$ cat src/rtl/pwmr_pkg.sv
`timescale 1ns/1ps
package pwmr_pkg;
  localparam int CNT_W  = 8;
  localparam int PSC_W  = 2;
  localparam int DATA_W = 8;
  localparam int ADDR_W = 1;
  localparam int EN_BIT = 7;
  localparam logic [ADDR_W-1:0] ADDR_CTRL = ADDR_W'(0);
  localparam logic [ADDR_W-1:0] ADDR_DUTY = ADDR_W'(1);
endpackage

$ cat src/rtl/pwmr_rst_sync.sv
`timescale 1ns/1ps
module pwmr_rst_sync #(
  parameter int STAGES = 2
) (
  input  logic clk,
  input  logic rst_n_async,
  output logic rst_n_sync
);
  logic [STAGES-1:0] sync_q;
  logic [STAGES-1:0] sync_nxt;

  always_comb begin
    sync_nxt = {sync_q[STAGES-2:0], 1'b1};
  end

  always_ff @(posedge clk or negedge rst_n_async) begin
    if (!rst_n_async) sync_q <= '0;
    else              sync_q <= sync_nxt;
  end

  assign rst_n_sync = sync_q[STAGES-1];
endmodule

$ cat src/rtl/pwmr_regs.sv
`timescale 1ns/1ps
module pwmr_regs #(
  parameter int DATA_W = pwmr_pkg::DATA_W,
  parameter int ADDR_W = pwmr_pkg::ADDR_W,
  parameter int PSC_W  = pwmr_pkg::PSC_W,
  parameter int DUTY_W = pwmr_pkg::CNT_W - 1,
  parameter int EN_BIT = pwmr_pkg::EN_BIT
) (
  input  logic              clk,
  input  logic              rst_n,
  input  logic [ADDR_W-1:0] bus_addr,
  input  logic              bus_wr,
  input  logic              bus_rd,
  input  logic [DATA_W-1:0] bus_wdata,
  output logic [DATA_W-1:0] bus_rdata,
  output logic              en,
  output logic [PSC_W-1:0]  psc,
  output logic [DUTY_W-1:0] duty
);
  import pwmr_pkg::*;

  localparam logic [DATA_W-1:0] CTRL_USED =
    (DATA_W'(1) << EN_BIT) | DATA_W'((1 << PSC_W) - 1);

  logic              ctrl_ce, duty_ce, rd_ce;
  logic              en_nxt;
  logic [PSC_W-1:0]  psc_nxt;
  logic [DUTY_W-1:0] duty_nxt;
  logic [DATA_W-1:0] ctrl_img, duty_img, rdata_nxt;

  always_comb begin
    ctrl_ce  = bus_wr && (bus_addr == ADDR_CTRL);
    duty_ce  = bus_wr && (bus_addr == ADDR_DUTY);
    rd_ce    = bus_rd;
    en_nxt   = bus_wdata[EN_BIT];
    psc_nxt  = bus_wdata[PSC_W-1:0];
    duty_nxt = bus_wdata[DUTY_W-1:0];
    ctrl_img = '0;
    ctrl_img[EN_BIT]    = en;
    ctrl_img[PSC_W-1:0] = psc;
    duty_img = DATA_W'(duty);
    rdata_nxt = (bus_addr == ADDR_CTRL) ? ctrl_img : duty_img;
  end

  always_ff @(posedge clk or negedge rst_n) begin
    if (!rst_n) begin
      en  <= 1'b0;
      psc <= '0;
    end else if (ctrl_ce) begin
      en  <= en_nxt;
      psc <= psc_nxt;
    end
  end

  always_ff @(posedge clk or negedge rst_n) begin
    if (!rst_n)       duty <= '0;
    else if (duty_ce) duty <= duty_nxt;
  end

  always_ff @(posedge clk or negedge rst_n) begin
    if (!rst_n)     bus_rdata <= '0;
    else if (rd_ce) bus_rdata <= rdata_nxt;
  end

  // unused control bits never appear on the read data
  p_ctrl_unused_zero_r2: assert property (@(posedge clk) disable iff (!rst_n)
    (bus_rd && bus_addr == ADDR_CTRL) |=> ((bus_rdata & ~CTRL_USED) == '0));

  // duty read-back leaves the top bit clear
  p_duty_top_zero_r3: assert property (@(posedge clk) disable iff (!rst_n)
    (bus_rd && bus_addr == ADDR_DUTY) |=> !bus_rdata[DATA_W-1]);

  // read data holds between read strobes
  p_rdata_hold_r2: assert property (@(posedge clk) disable iff (!rst_n)
    !bus_rd |=> $stable(bus_rdata));
endmodule

$ cat src/rtl/pwmr_counter.sv
`timescale 1ns/1ps
module pwmr_counter #(
  parameter int CNT_W = pwmr_pkg::CNT_W,
  parameter int PSC_W = pwmr_pkg::PSC_W
) (
  input  logic             clk,
  input  logic             rst_n,
  input  logic             en,
  input  logic             tick,
  input  logic [PSC_W-1:0] psc,
  output logic [CNT_W-1:0] cnt
);
  localparam int NPSC = 1 << PSC_W;

  logic [NPSC-1:0]  psc_dec;
  logic [NPSC-1:0]  wrap_v;
  logic [CNT_W-1:0] cnt_inc, cnt_nxt;
  logic             wrap, cnt_ce;

  assign cnt_inc = cnt + CNT_W'(1);

  for (genvar i = 0; i < NPSC; i++) begin : g_wrap
    assign psc_dec[i] = (psc == PSC_W'(i));
    assign wrap_v[i]  = psc_dec[i] & cnt_inc[CNT_W-1-i];
  end

  always_comb begin
    wrap   = |wrap_v;
    cnt_ce = !en || tick;
    if (!en)       cnt_nxt = '0;
    else if (wrap) cnt_nxt = '0;
    else           cnt_nxt = cnt_inc;
  end

  always_ff @(posedge clk or negedge rst_n) begin
    if (!rst_n)      cnt <= '0;
    else if (cnt_ce) cnt <= cnt_nxt;
  end

  // disabled counter sits at zero
  p_hold_zero_r7: assert property (@(posedge clk) disable iff (!rst_n)
    !en |=> (cnt == '0));

  // no tick, no movement
  p_no_tick_r4: assert property (@(posedge clk) disable iff (!rst_n)
    (en && !tick) |=> $stable(cnt));

  // a tick steps by one or wraps to zero
  p_step_r4: assert property (@(posedge clk) disable iff (!rst_n)
    (en && tick) |=> ((cnt == $past(cnt) + CNT_W'(1)) || (cnt == '0)));
endmodule

$ cat src/rtl/pwmr_compare.sv
`timescale 1ns/1ps
module pwmr_compare #(
  parameter int CNT_W  = pwmr_pkg::CNT_W,
  parameter int PSC_W  = pwmr_pkg::PSC_W,
  parameter int DUTY_W = pwmr_pkg::CNT_W - 1
) (
  input  logic              clk,
  input  logic              rst_n,
  input  logic              en,
  input  logic [PSC_W-1:0]  psc,
  input  logic [DUTY_W-1:0] duty,
  input  logic [CNT_W-1:0]  cnt,
  output logic              pwm_out
);
  localparam int NPSC = 1 << PSC_W;

  logic [CNT_W-1:0] mask_v [NPSC];
  logic [CNT_W-1:0] len_v  [NPSC];
  logic [CNT_W-1:0] mask, period_len, masked, duty_ext;
  logic             below, out_nxt;

  for (genvar i = 0; i < NPSC; i++) begin : g_mask
    assign len_v[i]  = CNT_W'(1) << (CNT_W - 1 - i);
    assign mask_v[i] = len_v[i] - CNT_W'(1);
  end

  always_comb begin
    mask       = mask_v[psc];
    period_len = len_v[psc];
    masked     = cnt & mask;
    duty_ext   = CNT_W'(duty);
    below      = masked < duty_ext;
    out_nxt    = en && below;
  end

  always_ff @(posedge clk or negedge rst_n) begin
    if (!rst_n) pwm_out <= 1'b0;
    else        pwm_out <= out_nxt;
  end

  // disabled output is low
  p_off_low_r7: assert property (@(posedge clk) disable iff (!rst_n)
    !en |=> !pwm_out);

  // zero duty never drives high
  p_zero_duty_r5: assert property (@(posedge clk) disable iff (!rst_n)
    (duty == '0) |=> !pwm_out);

  // duty covering the whole period drives high
  p_full_high_r6: assert property (@(posedge clk) disable iff (!rst_n)
    (en && duty_ext >= period_len) |=> pwm_out);
endmodule

$ cat src/rtl/pwmr_timer.sv
`timescale 1ns/1ps
module pwmr_timer #(
  parameter int CNT_W  = pwmr_pkg::CNT_W,
  parameter int PSC_W  = pwmr_pkg::PSC_W,
  parameter int DATA_W = pwmr_pkg::DATA_W,
  parameter int ADDR_W = pwmr_pkg::ADDR_W
) (
  input  logic              clk,
  input  logic              rst_n,
  input  logic              tick,
  input  logic [ADDR_W-1:0] bus_addr,
  input  logic              bus_wr,
  input  logic              bus_rd,
  input  logic [DATA_W-1:0] bus_wdata,
  output logic [DATA_W-1:0] bus_rdata,
  output logic              pwm_out
);
  localparam int DUTY_W = CNT_W - 1;

  logic              rst_n_i;
  logic              en;
  logic [PSC_W-1:0]  psc;
  logic [DUTY_W-1:0] duty;
  logic [CNT_W-1:0]  cnt;

  pwmr_rst_sync #(.STAGES(2)) u_rst (
    .clk(clk), .rst_n_async(rst_n), .rst_n_sync(rst_n_i)
  );

  pwmr_regs #(
    .DATA_W(DATA_W), .ADDR_W(ADDR_W), .PSC_W(PSC_W), .DUTY_W(DUTY_W),
    .EN_BIT(pwmr_pkg::EN_BIT)
  ) u_regs (
    .clk(clk), .rst_n(rst_n_i), .bus_addr(bus_addr), .bus_wr(bus_wr),
    .bus_rd(bus_rd), .bus_wdata(bus_wdata), .bus_rdata(bus_rdata),
    .en(en), .psc(psc), .duty(duty)
  );

  pwmr_counter #(.CNT_W(CNT_W), .PSC_W(PSC_W)) u_cnt (
    .clk(clk), .rst_n(rst_n_i), .en(en), .tick(tick), .psc(psc), .cnt(cnt)
  );

  pwmr_compare #(.CNT_W(CNT_W), .PSC_W(PSC_W), .DUTY_W(DUTY_W)) u_cmp (
    .clk(clk), .rst_n(rst_n_i), .en(en), .psc(psc), .duty(duty),
    .cnt(cnt), .pwm_out(pwm_out)
  );
endmodule

$ cat config.mk
export PLATFORM = sky130hd
export DESIGN_NAME = pwmr_timer
export DESIGN_NICKNAME = d
export VERILOG_FILES = /design/src/rtl/pwmr_pkg.sv /design/src/rtl/pwmr_rst_sync.sv /design/src/rtl/pwmr_regs.sv /design/src/rtl/pwmr_counter.sv /design/src/rtl/pwmr_compare.sv /design/src/rtl/pwmr_timer.sv
export SDC_FILE = /design/constraint.sdc
export NUM_CORES = 1
export LEC_CHECK = 0
export BUFFER_PORTS_ARGS = -buffer_cell sky130_fd_sc_hd__buf_2
export CORE_ASPECT_RATIO = 1.5
export CORE_MARGIN = 2
export CORE_UTILIZATION = 40
export DETAILED_ROUTE_END_ITERATION = 7
export GPL_TIMING_DRIVEN = 0
export RECOVER_POWER = 50
export SYNTH_ARGS = -nofsm -noshare
export SYNTH_HDL_FRONTEND = slang
export SYNTH_SLANG_ARGS = --single-unit
$ cat constraint.sdc
create_clock -name clk -period 2.5 [get_ports clk]
set_input_delay 0.375 -clock clk [delete_from_list [all_inputs] [get_ports clk]]
set_output_delay 0.375 -clock clk [all_outputs]
set_load 0.02 [all_outputs]
== Yosys cells after proc, flatten, opt, wreduce, memory -nomap -nowiden ==
Cells that the tools add are included.

* Register bits after elaboration: 29
* Output and inout port bits: 9
* Input bits: 14

* Eq/ne operators: 3
* Bitwise logic cells: 7
* Add/sub/neg operators: 1
* Reductions and logical operators: 7
* Magnitude comparators: 2
* Multiplexer cells: 6

{| class="wikitable"
|+ Operators with widths
! operator !! number
|-
| 8-bit two-way mux || 5
|-
| 8-bit binary-select mux with 2-bit select || 1
|-
| 8-bit by 1-bit adder with 8-bit output, second input constant || 1
|-
| 8-bit bitwise AND || 1
|-
| 8-bit by 7-bit less-than comparator with 1-bit output || 1
|-
| 1-bit bitwise AND || 4
|-
| 2-bit equality test, second input constant || 2
|-
| 4-bit OR reduction || 1
|-
| 3-bit greater-or-equal comparator, second input constant || 1
|-
| 1-bit logical AND || 3
|-
| 2-bit inverter with 3-bit output || 1
|-
| 2-bit by 1-bit equality test with 1-bit output, second input constant || 1
|-
| 2-bit logical NOT || 1
|-
| 1-bit logical NOT || 1
|-
| 1-bit logical OR || 1
|-
| 1-bit inverter || 1
|}

== Depth between registers and ports, before layout ==
* Word-level depth: 7
* Depth in mapped cells: 7

== Cells and area by module ==
From an unflattened synthesis, not the netlist that was laid out.

* Cells, all modules: 150
* Area total of the unflattened synthesis: 1601.5 µm²

{| class="wikitable"
|+ Modules (own cells, without submodules)
! module !! cells each !! area an instance (µm²) !! times used !! sequential area each (µm²)
|-
| pwmr_regs || 56 || 718.2 || 1 || 450.4
|-
| pwmr_counter || 67 || 624.3 || 1 || 200.2
|-
| pwmr_compare || 24 || 205.2 || 1 || 25.0
|-
| pwmr_rst_sync || 3 || 53.8 || 1 || 50.0
|}

== Worst setup path before layout ==
No wires, ideal clock.

* Kind: register -> register
* Start point: register u_cnt.cnt[5]
* End point: register u_cmp.pwm_out
* Clock period less this slack: 1.496 ns
* Arrival time: 1.396 ns
* Setup slack: 1.004 ns
* Buffers on the path: 1
* Cell stages (with the launch flop): 7
* Path through: dfrtp_1 -> buf_2 -> nor2b_1 -> ha_1 -> a211oi_1 -> o21ai_0 -> a311oi_1

* Longest elaborated chain between the ends: 3

{| class="wikitable"
|+ Ends and longest elaborated chain
! element !! RTL line !! RTL
|-
| start: declaration || pwmr_counter.sv:11 || <nowiki>output logic [CNT_W-1:0] cnt</nowiki>
|-
| start signal: assignment || pwmr_counter.sv:37 || <nowiki>else if (cnt_ce) cnt <= cnt_nxt;</nowiki>
|-
| 8-bit bitwise AND || pwmr_compare.sv:30 || <nowiki>masked = cnt & mask;</nowiki>
|-
| 8-bit by 7-bit less-than comparator with 1-bit output || pwmr_compare.sv:32 || <nowiki>below = masked < duty_ext;</nowiki>
|-
| 1-bit logical AND || pwmr_compare.sv:33 || <nowiki>out_nxt = en && below;</nowiki>
|-
| via u_cmp.out_nxt || pwmr_compare.sv:20 || <nowiki>logic below, out_nxt;</nowiki>
|-
| end signal: assignment || pwmr_compare.sv:38 || <nowiki>else pwm_out <= out_nxt;</nowiki>
|-
| end: declaration || pwmr_compare.sv:13 || <nowiki>output logic pwm_out</nowiki>
|}

The timed path passes the listed nets, and every way through them passes these cells.
A chain may end at the register's enable or synchronous reset.

== Worst setup path after layout ==
* Start point: register u_cnt.cnt[0]
* End point: register u_cnt.cnt[7]

* Longest elaborated chain between the ends: 5
* Elaborated cells between the ends (all ways): 8
* Those cells by class: 1 x add/sub; 2 x mux; 4 x bitwise; 1 x reduce/logical

{| class="wikitable"
|+ Ends and longest elaborated chain
! element !! RTL line !! RTL
|-
| 8-bit by 1-bit adder with 8-bit output (*) || pwmr_counter.sv:20 || <nowiki>assign cnt_inc = cnt + CNT_W'(1);</nowiki>
|-
| 1-bit bitwise AND || pwmr_counter.sv:24 || <nowiki>assign wrap_v[i] = psc_dec[i] & cnt_inc[CNT_W-1-i];</nowiki>
|-
| 4-bit OR reduction || pwmr_counter.sv:28 || <nowiki>wrap = |wrap_v;</nowiki>
|-
| 8-bit two-way mux (*) || pwmr_counter.sv:31 || <nowiki>else if (wrap) cnt_nxt = '0;</nowiki>
|-
| 8-bit two-way mux (*) || pwmr_counter.sv:30 || <nowiki>if (!en) cnt_nxt = '0;</nowiki>
|}

Mark *: on every way between the ends. The rest lies on a longest branch, timed or not.

==> flow_summary.json <==
{
  "nNetsFinal": 209,
  "place_area_sq_mm": 0.00170,
  "finalSetupViolations": 0,
  "grt-ovfl-total": 0,
  "grt.total_usage_pct": 18.1,
  "layout.cells.non_filler": 232,
  "arrival_ps": 1960,
  "diodes": 0,
  "synth_edf_count": 0,
  "min_path_type": "input pin to flip-flop",
  "final.setup.tns_ps": 0,
  "cts_resized": 0,
  "via_per_inst": 5.37,
  "hold_viol": 0,
  "first_global_vias": 1277,
  "start_util_pct": 41.9,
  "crit_fanout": 10,
  "nFillCells": 344,
  "numClockSinks": 29,
  "synth_seq_cells": 29,
  "core_sq_mm": 0.00368,
  "die_area_sq_mm": 0.00438,
  "routed_wl_mm": 3.14,
  "maxSlewHeadroom_pct": 26.5,
  "finalCriticalPeriod_ps": 1800,
  "gp_congestion": 0.817,
  "rsz0062_at_grt": "no",
  "mostFrequentLayoutCell": "dfrtp_1",
  "irDropWorstVdd_mv": 0.396,
  "hold_start": "bus_wdata[7]",
  "finalMaxSlewViolations": 0,
  "placed_cells": 223,
  "cts_buffers": 5,
  "std_cell_rows": 27,
  "finClkSkew_ps": 6.16,
  "synthFlopType": "dfrtp_1",
  "synth_area_sq_mm": 0.00154,
  "yosysUniqueCellTypes": 36,
  "cts_root_buffer": "clkbuf_8",
  "fmax_ghz": 0.556,
  "first_pass_iters": 4,
  "pre_cts_slack_ps": 731,
  "post_cts_buffers": 0,
  "worstSetupEndpointType": "flip-flop",
  "ctsHoldBuffers": 1,
  "wl_per_cell_microns": 13.5,
  "grt_max_degree": 28,
  "p_leak_nw": 0.816,
  "maxCapViolCount": 0,
  "grt_pass1_wl_mm": 5.73,
  "final_cell_area_sq_mm": 0.00178,
  "area_delta_synth_final_pct": 15.4,
  "num_vias": 1245,
  "async_reset_ff_share_pct": 100,
  "layout-drive-gt1-share_pct": 19.0,
  "worst_slack_ps": 702,
  "port_buffers": 21,
  "post-route-period-util_pct": 71.9,
  "die_w_microns": 54.7,
  "status": "finished clean",
  "drt-initial-drc-count": 26,
  "mostFrequentLayoutCells": "29 x dfrtp_1, 17 x nand2_1, 15 x clkbuf_1, 14 x inv_1, 14 x buf_2",
  "critPathLaunch": "u_cnt.cnt[0]$_DFFE_PN0P_",
  "ys_warn_count": 0,
  "ios": 23,
  "netlist_instances": 159,
  "cts_max_level": 2,
  "start_kind": "flip-flop",
  "antenna_found_initial": 0,
  "tightest_slew_ps": 1100,
  "r2r_start": "u_cnt.cnt[0]$_DFFE_PN0P_",
  "cp.required_ps": 2660,
  "syn_avg_cell_area_sq_um": 9.71,
  "power_density_mw_per_mm2": 611,
  "clkLatencyLatePin_ps": 280,
  "ant_nets": 0,
  "mappedNetlistNets": 180,
  "die_h_microns": 80.1,
  "ys_seq_area_share_pct": 47.0,
  "clk_pin_slew_ps": 60,
  "cts_tree": "built",
  "power_w": 0.00109,
  "route.detailed.drc": 0,
  "dp_hpwl_mm": 2.39,
  "worst-setup-path-type": "flip-flop to flip-flop",
  "ctsLongestPathBuffers": 2
}
[area by class of cell]
type                       count  area, sq um  share of cell area [%]
buffer                         8         42.5                    2.39
clock buffer                   6         72.6                    4.07
clock inverter                 2         10.0                   0.562
inverter                      15         56.3                    3.16
multi-input combinational    107          719                    40.4
sequential                    29          726                    40.7
tap                           43         53.8                    3.02
timing repair buffer          22          101                    5.69
[critical path, stage by stage, from the launching register on]
cell,delay (ps)
dfrtp_1,430
ha_1,230
nand3_1,230
o21ai_1,270
o211ai_2,260
nand4_1,170
a31oi_1,90
[registers in the layout (all words and copies together), names as in the netlist]
register,count
u_regs.duty,7
u_rst.sync_q,2
u_cmp.pwm_out,1
u_regs.psc,2
u_regs.en,1
u_regs.bus_rdata,8
u_cnt.cnt,8
[cell usage after synthesis (all sizes together), types with 5 or more instances]
cell type	number	share of area, %
buf	5	2.0
ha	7	5.7
dfrtp	29	47
o21ai	11	3.6
inv	14	3.4
nand2	17	4.1
mux2	9	6.6
nand4	6	2.4
nand3	10	3.6
a21oi	8	2.6
[stage by stage]
stage	util, %	hold slack [ps]
6_report	48.4	314
5_1_grt	48.4	320
4_1_cts	48.8	306
3_5_place_dp	46.2	161
3_3_place_gp	46.2	159
2_1_floorplan	-	79.4
[worst paths after layout]
check	end	slack, ps	depth (start not counted)
hold reg to reg	u_rst.sync_q[1]$_DFF_PN0_	350	0
max in group asynchronous	u_cnt.cnt[5]$_DFFE_PN0P_	1380	0
setup reg to reg	u_cnt.cnt[7]$_DFFE_PN0P_	700	6
min in group asynchronous	u_rst.sync_q[1]$_DFF_PN0_	410	2
setup / recovery	u_cnt.cnt[7]$_DFFE_PN0P_	700	6
hold / removal	u_regs.en$_DFFE_PN0P_	310	3
[routing by layer]
layer	global-route usage (%)	vias up	wire (microns)
met5	0	-	0
met4	9.75	0	84
met3	3.90	9	99
met2	29.0	26	1700
met1	21.6	596	1260
li1	-	614	-
[where the power goes]
| group | switching (W) | total, W | internal [W] |
|---|---|---|---|
| Sequential | 0.0000406 | 0.000557 | 0.000516 |
| Combinational | 0.0000966 | 0.000169 | 0.0000720 |
| Clock | 0.000171 | 0.000363 | 0.000192 |
[cells by family after synthesis]
kind of cell,Yosys count,share of synthesized area [%]
AND/OR/NAND/NOR,51,17.0
multiplexers,13,9.16
flip-flops,29,47.0
other,1,0.243
AO/OA/AOI/OAI,35,14.5
buffers and inverters,23,6.40
adder cells (fa/ha/maj),7,5.67
No activity file was read; power rests on OpenSTA's default activity.
